$ cat src/rtl/dma_regs_pkg.sv
package dma_regs_pkg;

  typedef enum logic [1:0] {
    SEL_CMD  = 2'd0,
    SEL_STAT = 2'd1,
    SEL_BASE = 2'd2,
    SEL_NONE = 2'd3
  } reg_sel_e;

  localparam int CMD_START_BIT = 0;
  localparam int CMD_DIR_BIT   = 3;
  localparam int ST_ACT_BIT    = 0;
  localparam int ST_ERR_BIT    = 1;
  localparam int ST_INT_BIT    = 2;

  function automatic int size_to_bytes(input logic [1:0] code);
    case (code)
      2'd0:    return 1;
      2'd1:    return 2;
      default: return 4;
    endcase
  endfunction

endpackage

$ cat src/rtl/dma_cmd_unit.sv
module dma_cmd_unit
  import dma_regs_pkg::*;
#(
  parameter int AW = 32
) (
  input  logic          clk,
  input  logic          rst_n,
  input  logic          wr_en,
  input  logic [7:0]    wdata,
  input  logic [AW-1:0] base_in,
  output logic [7:0]    cmd_o,
  output logic          rise_o,
  output logic          fall_o,
  output logic          start_req_o,
  output logic          stop_req_o,
  output logic [AW-1:0] cur_ptr_o
);

  logic          start_q, start_n;
  logic          dir_q, dir_n;
  logic          sreq_q, sreq_n;
  logic          preq_q, preq_n;
  logic [AW-1:0] ptr_q, ptr_n;
  logic          new_start;

  assign new_start = wdata[CMD_START_BIT];
  assign rise_o    = wr_en && new_start && !start_q;
  assign fall_o    = wr_en && !new_start && start_q;

  always_comb begin
    start_n = start_q;
    dir_n   = dir_q;
    ptr_n   = ptr_q;
    sreq_n  = rise_o;
    preq_n  = fall_o;
    if (wr_en) begin
      start_n = new_start;
      dir_n   = wdata[CMD_DIR_BIT];
    end
    if (rise_o) begin
      ptr_n = base_in;
    end
  end

  always_ff @(posedge clk or negedge rst_n) begin
    if (!rst_n) begin
      start_q <= 1'b0;
      dir_q   <= 1'b0;
      sreq_q  <= 1'b0;
      preq_q  <= 1'b0;
      ptr_q   <= '0;
    end else begin
      sreq_q <= sreq_n;
      preq_q <= preq_n;
      if (wr_en) begin
        start_q <= start_n;
        dir_q   <= dir_n;
      end
      if (rise_o) begin
        ptr_q <= ptr_n;
      end
    end
  end

  always_comb begin
    cmd_o = 8'h00;
    cmd_o[CMD_START_BIT] = start_q;
    cmd_o[CMD_DIR_BIT]   = dir_q;
  end

  assign start_req_o = sreq_q;
  assign stop_req_o  = preq_q;
  assign cur_ptr_o   = ptr_q;

  // an unchanged start bit produces no request
  assert_same_start_quiet_R2: assert property (@(posedge clk) disable iff (!rst_n)
    (wr_en && (wdata[CMD_START_BIT] == cmd_o[CMD_START_BIT])) |=> (!start_req_o && !stop_req_o));

  // rising start pulses a request and loads the pointer from base
  assert_rise_loads_ptr_R3: assert property (@(posedge clk) disable iff (!rst_n)
    (wr_en && wdata[CMD_START_BIT] && !cmd_o[CMD_START_BIT]) |=> (start_req_o && (cur_ptr_o == $past(base_in))));

  // start request lasts one cycle
  assert_start_single_R3: assert property (@(posedge clk) disable iff (!rst_n)
    start_req_o |=> !start_req_o);

  // falling start pulses a stop request
  assert_fall_stops_R4: assert property (@(posedge clk) disable iff (!rst_n)
    (wr_en && !wdata[CMD_START_BIT] && cmd_o[CMD_START_BIT]) |=> stop_req_o);

endmodule

$ cat src/rtl/dma_stat_unit.sv
module dma_stat_unit
  import dma_regs_pkg::*;
(
  input  logic       clk,
  input  logic       rst_n,
  input  logic       wr_en,
  input  logic [7:0] wdata,
  input  logic       rise_i,
  input  logic       fall_i,
  input  logic       done_i,
  input  logic       err_i,
  input  logic       dev_irq_i,
  output logic [7:0] stat_o
);

  logic act_q, act_n;
  logic err_q, err_n;
  logic int_q, int_n;
  logic irq_q;
  logic irq_rise;
  logic clr_err, clr_int;

  assign irq_rise = dev_irq_i && !irq_q;
  assign clr_err  = wr_en && wdata[ST_ERR_BIT];
  assign clr_int  = wr_en && wdata[ST_INT_BIT];

  always_comb begin
    act_n = act_q;
    if (rise_i) begin
      act_n = 1'b1;
    end else if (fall_i || done_i) begin
      act_n = 1'b0;
    end
    err_n = (err_q && !clr_err) || err_i;
    int_n = (int_q && !clr_int) || irq_rise;
  end

  always_ff @(posedge clk or negedge rst_n) begin
    if (!rst_n) begin
      act_q <= 1'b0;
      err_q <= 1'b0;
      int_q <= 1'b0;
      irq_q <= 1'b0;
    end else begin
      act_q <= act_n;
      err_q <= err_n;
      int_q <= int_n;
      irq_q <= dev_irq_i;
    end
  end

  always_comb begin
    stat_o = 8'h00;
    stat_o[ST_ACT_BIT] = act_q;
    stat_o[ST_ERR_BIT] = err_q;
    stat_o[ST_INT_BIT] = int_q;
  end

  // start rise sets active
  assert_rise_sets_active_R3: assert property (@(posedge clk) disable iff (!rst_n)
    rise_i |=> stat_o[ST_ACT_BIT]);

  // stop clears active
  assert_fall_clears_active_R4: assert property (@(posedge clk) disable iff (!rst_n)
    (fall_i && !rise_i) |=> !stat_o[ST_ACT_BIT]);

  // device interrupt edge is latched
  assert_irq_latched_R7: assert property (@(posedge clk) disable iff (!rst_n)
    (dev_irq_i && !irq_q) |=> stat_o[ST_INT_BIT]);

  // write-one clears error when no new error arrives
  assert_err_w1c_R8: assert property (@(posedge clk) disable iff (!rst_n)
    (wr_en && wdata[ST_ERR_BIT] && !err_i) |=> !stat_o[ST_ERR_BIT]);

  // engine error sets the error bit
  assert_err_set_R9: assert property (@(posedge clk) disable iff (!rst_n)
    err_i |=> stat_o[ST_ERR_BIT]);

endmodule

$ cat src/rtl/dma_base_unit.sv
module dma_base_unit
  import dma_regs_pkg::*;
#(
  parameter int AW = 32
) (
  input  logic          clk,
  input  logic          rst_n,
  input  logic          wr_en,
  input  logic [1:0]    off_i,
  input  logic [1:0]    size_i,
  input  logic [AW-1:0] wdata,
  output logic [AW-1:0] base_o,
  output logic [AW-1:0] rdata_o
);

  localparam int NB = AW / 8;

  logic [AW-1:0] base_q, base_n;
  logic [AW-1:0] merged;
  logic [AW-1:0] wshift, rshift;
  logic [NB-1:0] hit;
  int            nbytes;

  assign nbytes = size_to_bytes(size_i);
  assign wshift = wdata << {off_i, 3'b000};
  assign rshift = base_q >> {off_i, 3'b000};

  for (genvar b = 0; b < NB; b++) begin : g_byte
    assign hit[b] = (b >= int'(off_i)) && (b < int'(off_i) + nbytes);
    assign merged[b*8 +: 8] = hit[b] ? wshift[b*8 +: 8] : base_q[b*8 +: 8];
    assign rdata_o[b*8 +: 8] = (b < nbytes) ? rshift[b*8 +: 8] : 8'h00;
  end

  assign base_n = {merged[AW-1:2], 2'b00};

  always_ff @(posedge clk or negedge rst_n) begin
    if (!rst_n) begin
      base_q <= '0;
    end else if (wr_en) begin
      base_q <= base_n;
    end
  end

  assign base_o = base_q;

  // base holds its value without a write
  assert_base_hold_R5: assert property (@(posedge clk) disable iff (!rst_n)
    !wr_en |=> $stable(base_o));

  // bytes outside the access keep their old contents
  assert_base_low_byte_R5: assert property (@(posedge clk) disable iff (!rst_n)
    (wr_en && (off_i != 2'd0)) |=> (base_o[7:0] == $past(base_o[7:0])));

endmodule

$ cat src/rtl/dma_chan_regs.sv
module dma_chan_regs
  import dma_regs_pkg::*;
#(
  parameter int AW = 32
) (
  input  logic          clk,
  input  logic          rst_n,
  input  logic          io_wr,
  input  logic [1:0]    io_sel,
  input  logic [1:0]    io_off,
  input  logic [1:0]    io_size,
  input  logic [AW-1:0] io_wdata,
  output logic [AW-1:0] io_rdata,
  input  logic          eng_done,
  input  logic          eng_err,
  input  logic          dev_irq,
  output logic          irq_o,
  output logic          start_req,
  output logic          stop_req,
  output logic          dir_o,
  output logic [AW-1:0] cur_ptr
);

  logic          rst_s1, rst_s2;
  logic          cmd_wr, stat_wr, base_wr;
  logic [7:0]    cmd_byte, stat_byte;
  logic [AW-1:0] base_val, base_rd;
  logic          rise, fall;
  reg_sel_e      sel;

  always_ff @(posedge clk or negedge rst_n) begin
    if (!rst_n) begin
      rst_s1 <= 1'b0;
      rst_s2 <= 1'b0;
    end else begin
      rst_s1 <= 1'b1;
      rst_s2 <= rst_s1;
    end
  end

  assign sel     = reg_sel_e'(io_sel);
  assign cmd_wr  = io_wr && (sel == SEL_CMD);
  assign stat_wr = io_wr && (sel == SEL_STAT);
  assign base_wr = io_wr && (sel == SEL_BASE);

  dma_cmd_unit #(.AW(AW)) u_cmd (
    .clk        (clk),
    .rst_n      (rst_s2),
    .wr_en      (cmd_wr),
    .wdata      (io_wdata[7:0]),
    .base_in    (base_val),
    .cmd_o      (cmd_byte),
    .rise_o     (rise),
    .fall_o     (fall),
    .start_req_o(start_req),
    .stop_req_o (stop_req),
    .cur_ptr_o  (cur_ptr)
  );

  dma_stat_unit u_stat (
    .clk      (clk),
    .rst_n    (rst_s2),
    .wr_en    (stat_wr),
    .wdata    (io_wdata[7:0]),
    .rise_i   (rise),
    .fall_i   (fall),
    .done_i   (eng_done),
    .err_i    (eng_err),
    .dev_irq_i(dev_irq),
    .stat_o   (stat_byte)
  );

  dma_base_unit #(.AW(AW)) u_base (
    .clk    (clk),
    .rst_n  (rst_s2),
    .wr_en  (base_wr),
    .off_i  (io_off),
    .size_i (io_size),
    .wdata  (io_wdata),
    .base_o (base_val),
    .rdata_o(base_rd)
  );

  always_comb begin
    case (sel)
      SEL_CMD:  io_rdata = {{(AW-8){1'b0}}, cmd_byte};
      SEL_STAT: io_rdata = {{(AW-8){1'b0}}, stat_byte};
      SEL_BASE: io_rdata = base_rd;
      default:  io_rdata = '0;
    endcase
  end

  assign irq_o = dev_irq;
  assign dir_o = cmd_byte[CMD_DIR_BIT];

  // completion clears active when no start rise coincides
  assert_done_clears_R9: assert property (@(posedge clk) disable iff (!rst_s2)
    (eng_done && !(io_wr && (io_sel == 2'd0) && io_wdata[0] && !dir_or_start_q())) |=> !stat_byte[ST_ACT_BIT]);

  // requests are low while held in reset
  assert_reset_quiet_R10: assert property (@(posedge clk)
    !rst_s2 |-> (!start_req && !stop_req && (cur_ptr == '0)));

  function automatic logic dir_or_start_q();
    return cmd_byte[CMD_START_BIT];
  endfunction

endmodule

$ cat config.mk
export PLATFORM = sky130hd
export DESIGN_NAME = dma_chan_regs
export DESIGN_NICKNAME = d
export VERILOG_FILES = /design/src/rtl/dma_regs_pkg.sv /design/src/rtl/dma_cmd_unit.sv /design/src/rtl/dma_stat_unit.sv /design/src/rtl/dma_base_unit.sv /design/src/rtl/dma_chan_regs.sv
export SDC_FILE = /design/constraint.sdc
export NUM_CORES = 1
export LEC_CHECK = 0
export BUFFER_PORTS_ARGS = -buffer_cell sky130_fd_sc_hd__buf_2
export CORE_ASPECT_RATIO = 2
export CORE_MARGIN = 2
export CORE_UTILIZATION = 50
export DETAILED_ROUTE_END_ITERATION = 6
export GPL_TIMING_DRIVEN = 0
export PLACE_DENSITY = 0.86
export RECOVER_POWER = 100
export SLEW_MARGIN = 10
export SYNTH_ARGS = -nofsm -noshare
export SYNTH_HDL_FRONTEND = slang
export SYNTH_SLANG_ARGS = --single-unit
$ cat constraint.sdc
create_clock -name clk -period 4.9 [get_ports clk]
set_input_delay 0.98 -clock clk [delete_from_list [all_inputs] [get_ports clk]]
set_output_delay 0.98 -clock clk [all_outputs]
set_load 0.02 [all_outputs]
# --- Word level (Yosys, flattened, before mapping) ---
# Index checks and enable logic that the tools add are counted.
classes:
  n_addsub: 1
  n_mul: 0
  div_mod_pow: 0
  magnitude_cmp: 11
  eq_ne: 3
  shifts: 2
  n_mux: 8
  bitwise: 0
  reduce_logical: 30
ops:
  columns: ["operator", "n"]
  rows:
  - ["32-bit one-hot mux with 3 select lines", 1]
  - ["3-bit by 32-bit less-than comparator with 1-bit output, first input constant", 2]
  - ["1-bit by 32-bit less-than comparator with 1-bit output, first input constant", 1]
  - ["2-bit by 32-bit less-than comparator with 1-bit output, first input constant", 1]
  - ["8-bit two-way mux", 4]
  - ["32-bit by 5-bit left shift with 32-bit output", 1]
  - ["32-bit by 5-bit >> shifter with 32-bit output", 1]
  - ["1-bit logical AND", 15]
  - ["2-bit AND reduction", 4]
  - ["1-bit by 3-bit less-than comparator with 1-bit output, first input constant", 2]
  - ["2-bit by 3-bit less-than comparator with 1-bit output, first input constant", 2]
  - ["3-bit one-hot mux with 2 select lines", 1]
  - ["1-bit zero test", 5]
  - ["2-bit by 3-bit adder with 4-bit output", 1]
  - ["2-bit by 1-bit == test with 1-bit output, second input constant", 2]
  - ["1-bit by 2-bit >= comparator with 1-bit output, first input constant", 2]
  - ["2-bit zero test", 2]
  - ["1-bit logical OR", 3]
  - ["2-bit == test, second input constant", 1]
  - ["2-bit >= comparator, first input constant", 1]
  - ["1-bit two-way mux", 2]
  - ["2-bit nonzero test", 1]
word_totals:
  regBits: 70
  latchBits: 0
  mem_bits_rw: 0
  mem_bits_ro: 0
  input_bits: 44
  output_inout_bits: 68
  word_cells: 70
  mem_count: 0

# --- Logic depth before layout (Yosys ltp) ---
logic_depth:
  word_depth: 7
  ltp_mapped: 9
  depth_no_buf: 9

# --- Modules after synthesis ---
# From an unflattened synthesis, not the netlist that was laid out.
unflattened:
  cells_unflattened: 399
  area_unflattened_um2: 4564.4
by_module_without_submodules:
  columns: ["module", "n_inst", "cells_each", "area_per_inst_um2"]
  rows:
  - ["dma_base_unit", 1, 240, 2407.3]
  - ["dma_cmd_unit", 1, 86, 1521.5]
  - ["dma_chan_regs", 1, 53, 432.9]
  - ["dma_stat_unit", 1, 20, 202.7]

# --- Worst setup path after synthesis ---
# OpenSTA, ideal clock, no wires.
synth_timing:
  path_type: "input -> register"
  from: "in io_size[0]"
  to: "reg u_base.base_q[16] (netlist: u_base.base_o[16])"
  setup_time_ps: 125
  arrival_time_ps: 3216
  slack_ps: 1559
  cell_stages: 9
  path_buffers: 0
  cell_sequence: "or2_2 > inv_1 > ha_1 > inv_1 > fa_1 > nand2b_1 > and3_1 > a211oi_4 > mux2_2"
synth_via:
  elab_chain_cells: 6
  word_cells_on_any_way: 7
  classes_between: "1 x add/sub; 1 x order compare; 1 x eq/ne; 1 x mux; 3 x reduce/logical"
synth_rtl:
  columns: ["item", "line", "text"]
  rows:
  - ["start: declaration", "dma_chan_regs.sv:11", "input logic [1:0] io_size,"]
  - ["2-bit by 1-bit == test with 1-bit output or 2-bit zero test (tied branches)", "dma_regs_pkg.sv:17", "case (code)"]
  - ["3-bit one-hot mux with 2 select lines (*)", "dma_regs_pkg.sv:17", null]
  - ["2-bit by 3-bit adder with 4-bit output (*)", "dma_base_unit.sv:29", "assign hit[b] = (b >= int'(off_i)) && (b < int'(off_i) + nbytes);"]
  - ["3-bit by 32-bit less-than comparator with 1-bit output (*)", "dma_base_unit.sv:29", null]
  - ["1-bit logical AND (*)", "dma_base_unit.sv:29", null]
  - ["2-bit AND reduction (no line) (*)", null, null]
  - ["end signal: assignment", "dma_base_unit.sv:40", "base_q <= base_n;"]
  - ["end: declaration", "dma_base_unit.sv:18", "logic [AW-1:0] base_q, base_n;"]
# Mark *: on every way between the ends. The rest lies on a longest branch, timed or not.
# A chain may end at the register's enable or synchronous reset.

# --- Worst setup path after layout ---
layout_timing:
  from: "in io_off[0]"
  to: "out io_rdata[5]"
layout_via:
  elab_chain_cells: 3
layout_rtl:
  columns: ["item", "line", "text"]
  rows:
  - ["start: declaration", "dma_chan_regs.sv:10", "input logic [1:0] io_off,"]
  - ["32-bit by 5-bit >> shifter with 32-bit output", "dma_base_unit.sv:26", "assign rshift = base_q >> {off_i, 3'b000};"]
  - ["8-bit two-way mux", "dma_base_unit.sv:31", "assign rdata_o[b*8 +: 8] = (b < nbytes) ? rshift[b*8 +: 8] : 8'h00;"]
  - ["32-bit one-hot mux with 3 select lines", "dma_chan_regs.sv:85", "case (sel)"]
  - ["end: declaration", "dma_chan_regs.sv:13", "output logic [AW-1:0] io_rdata,"]
# No other way between the ends.

==> metrics.txt <==
Seq cells post-synth=70; FF/Latch Area=0.001752 sq mm; initial antenna violation count=0; ANT nets after route=0; WP data arrival=3.17 ns; CP Capture Type=primary output; Post-Synthesis Cells=346; delay of the slowest critical-path stage=0.52 ns; Detailed Routing Iterations Pass 1=5; largest net degree at the start of global routing=52; Max Fanout on Critical Path=10; core area=0.007545 sq mm; Worst Setup Path Type=in2out; Slowest-stage cell, CP=clkbuf_1; vias=3297; RR Endpoint=u_base.base_o[30]; number of warnings issued by yosys=0; # nets final=515; R2R depth=1; RD Place Congestion=between 0.9 and 1; CTS sink cnt=70; VDD IR max=roughly 0.31 mV; commonest non-fill, non-tap cell in the layout=clkbuf_1; Resized Gates After CTS=0; area grow syn2layout=21.53%; critical path buffer and inverter count=5; Post-synth EDFFs=0; pwr dens=466.3 mW/mm^2; Post-CTS Setup Inserts=0; WP data required=3.92 ns; crit share post-route=84.69%; Worst setup SP type=input port; Worst path depth=7; Multi-input gate area=between 0.0015 and 0.002 sq mm; RSZ-0062 raised after global routing=false; Post-Place Worst Slack=1.141 ns; Async SR Flop Fraction=100.0%; Fin. Hold Viols=0; worst reg2reg setup slack=1.52 ns; die area=0.008492 sq mm; Leakage=roughly 0.0021 uW; Seq/Total Area, Yosys=45.32%; worst r2r src=rst_s2; Die Width=around 66 um; Max-slew headroom=-85.30%; status=complete, but fails checks; Root Driver=clkbuf_16; drt drc=0; ant diodes=0; WL final=11.52 mm; Setup Skew=0.005044 ns; syn avg cell area=11.17 sq um; number of port buffers=108; vias per std cell=5.825; Iter 0 DRT Violations=185; Congestion Overflow GR=0; crit-path cells=buf_2 -> clkbuf_1 -> clkbuf_1 -> clkbuf_1 -> a211oi_1 -> a211oi_1 -> clkbuf_1; GRT Total Usage=28.46%; maximum clock path buffer count=2; Netlist Area Pre-Place=0.003865 sq mm; Die Height=around 130 um; # fillers=roughly 700; Inserted Clock Buffers=9; Synth Flop Type=dfrtp_1; H-tree lvl count=3; commonest cells after routing, fill and taps aside=clkbuf_1, dfrtp_1, buf_2, mux2_2, mux2_1; max-slew violations=61; Final Setup Violations=0; first-pass GRT wire length=17.48 mm; Ports=112; Initial Utilization=between 50 and 60%; Final WS setup=around 0.75 ns; CTS Hold Bufs=0; Clock Latency Late Sink=0.34 ns; fmax=around 0.24 GHz; min-delay worst type=reg2async; post-route minimum period=4.150 ns; library cells used by synthesis=37; failing checks=max-capacitance violations, max-slew violations; cell family with most CP delay=buffers and inverters; routed len/inst=slightly above 20 um; share of post-route cells with drive strength above 1=23.52%; CTS tree=yes; vias in the first global route=approximately 3400; row cnt=45; Max Cap Viol=2; cell mode on critical path=clkbuf_1; register clock-pin slew on the reported worst setup and hold paths=roughly 0.06 ns; Worst Tran Pin Value=between 2 and 3 ns; dpl hpwl=8.599 mm; TNS Setup=0 ns
power breakdown:
part / switching, uW / leakage, uW / internal [uW] / total, uW
Combinational: 369 / 0.00111 / 238 / 608
Clock: 242 / 0.000152 / 419 / 661
Sequential: 164 / 0.000858 / 757 / 921
Total: 776 / 0.00212 / 1410 / 2190
registers in the layout (all words and copies together) (netlist names):
register,count
u_stat.irq_q,1
u_cmd.start_req_o,1
u_stat.err_q,1
u_base.base_o,30
u_cmd.dir_q,1
u_cmd.start_q,1
rst_s2,1
u_cmd.stop_req_o,1
u_stat.act_q,1
u_cmd.cur_ptr_o,30
u_stat.int_q,1
rst_s1,1
synth_stat cells, types with 3 or more instances:
cell type / number / area, sq um
a211oi_1: 16 / 120.1
nor2b_1: 16 / 100.1
mux2_1: 29 / 326.6
nor2_1: 28 / 105.1
nand2b_1: 5 / 31.28
mux2i_1: 27 / 270.3
inv_1: 8 / 30.03
o21ai_0: 11 / 55.05
nand2_1: 16 / 60.06
buf_4: 5 / 37.54
dfrtp_1: 70 / 1752
and2_1: 8 / 50.05
a21oi_1: 20 / 100.1
ha_1: 3 / 37.54
clkbuf_1: 6 / 22.52
buf_2: 10 / 50.05
mux2_2: 41 / 461.7
logic make-up after synthesis:
logic type	count (synthesis)	share of synthesized area, %
other cells	2	0.1943
compound gates	56	10.26
simple gates	86	11.53
mux	97	27.39
buf+inv	31	3.820
fa+ha+maj	4	1.489
flops	70	45.32
routing by layer:
layer / vias up / GRT usage (%) / wire, um
met2: 168 / 47.12 / 5971
met1: 1602 / 30.19 / 3899
met3: 64 / 6.119 / 726
li1: 1463 / - / -
met5: - / 0 / 0
met4: 0 / 22.93 / 920
worst max-delay path by stage:
stage | from | to
3_3_place_gp | io_size[0] | u_base.base_o[20]
6_report | io_off[0] | io_rdata[5]
2_1_floorplan | io_size[0] | u_base.base_o[16]
3_5_place_dp | io_size[0] | u_base.base_o[20]
5_1_grt | io_off[1] | u_base.base_o[18]
4_1_cts | io_off[0] | io_rdata[11]
area by class of cell:
type	count	area share (%)
multi-input cells	246	41.08
flip-flops and latches	70	37.29
repair buffers	109	9.936
clock buffers	12	5.461
well taps	94	2.504
plain buffers	23	2.131
clock inverters	4	0.9590
inverters	8	0.6393
per-stage QoR:
| stage | power (uW) | util, % | hold WS, ns | std cells | area (sq um) |
|---|---|---|---|---|---|
| after global placement | 1531 | 60.00 | 0.3368 | 549 | 4527 |
| after detailed placement | 1567 | 60.41 | 0.2118 | 550 | 4558 |
| after global routing | 2280 | 62.26 | 0.3702 | 566 | 4697 |
| after CTS | 2228 | 64.41 | 0.2155 | 566 | 4860 |
| final | 2190 | 62.26 | 0.3095 | 566 | 4697 |
| after floorplan | 1294 | - | 0.3312 | 347 | 3869 |
(Power assumes the default switching activity.)
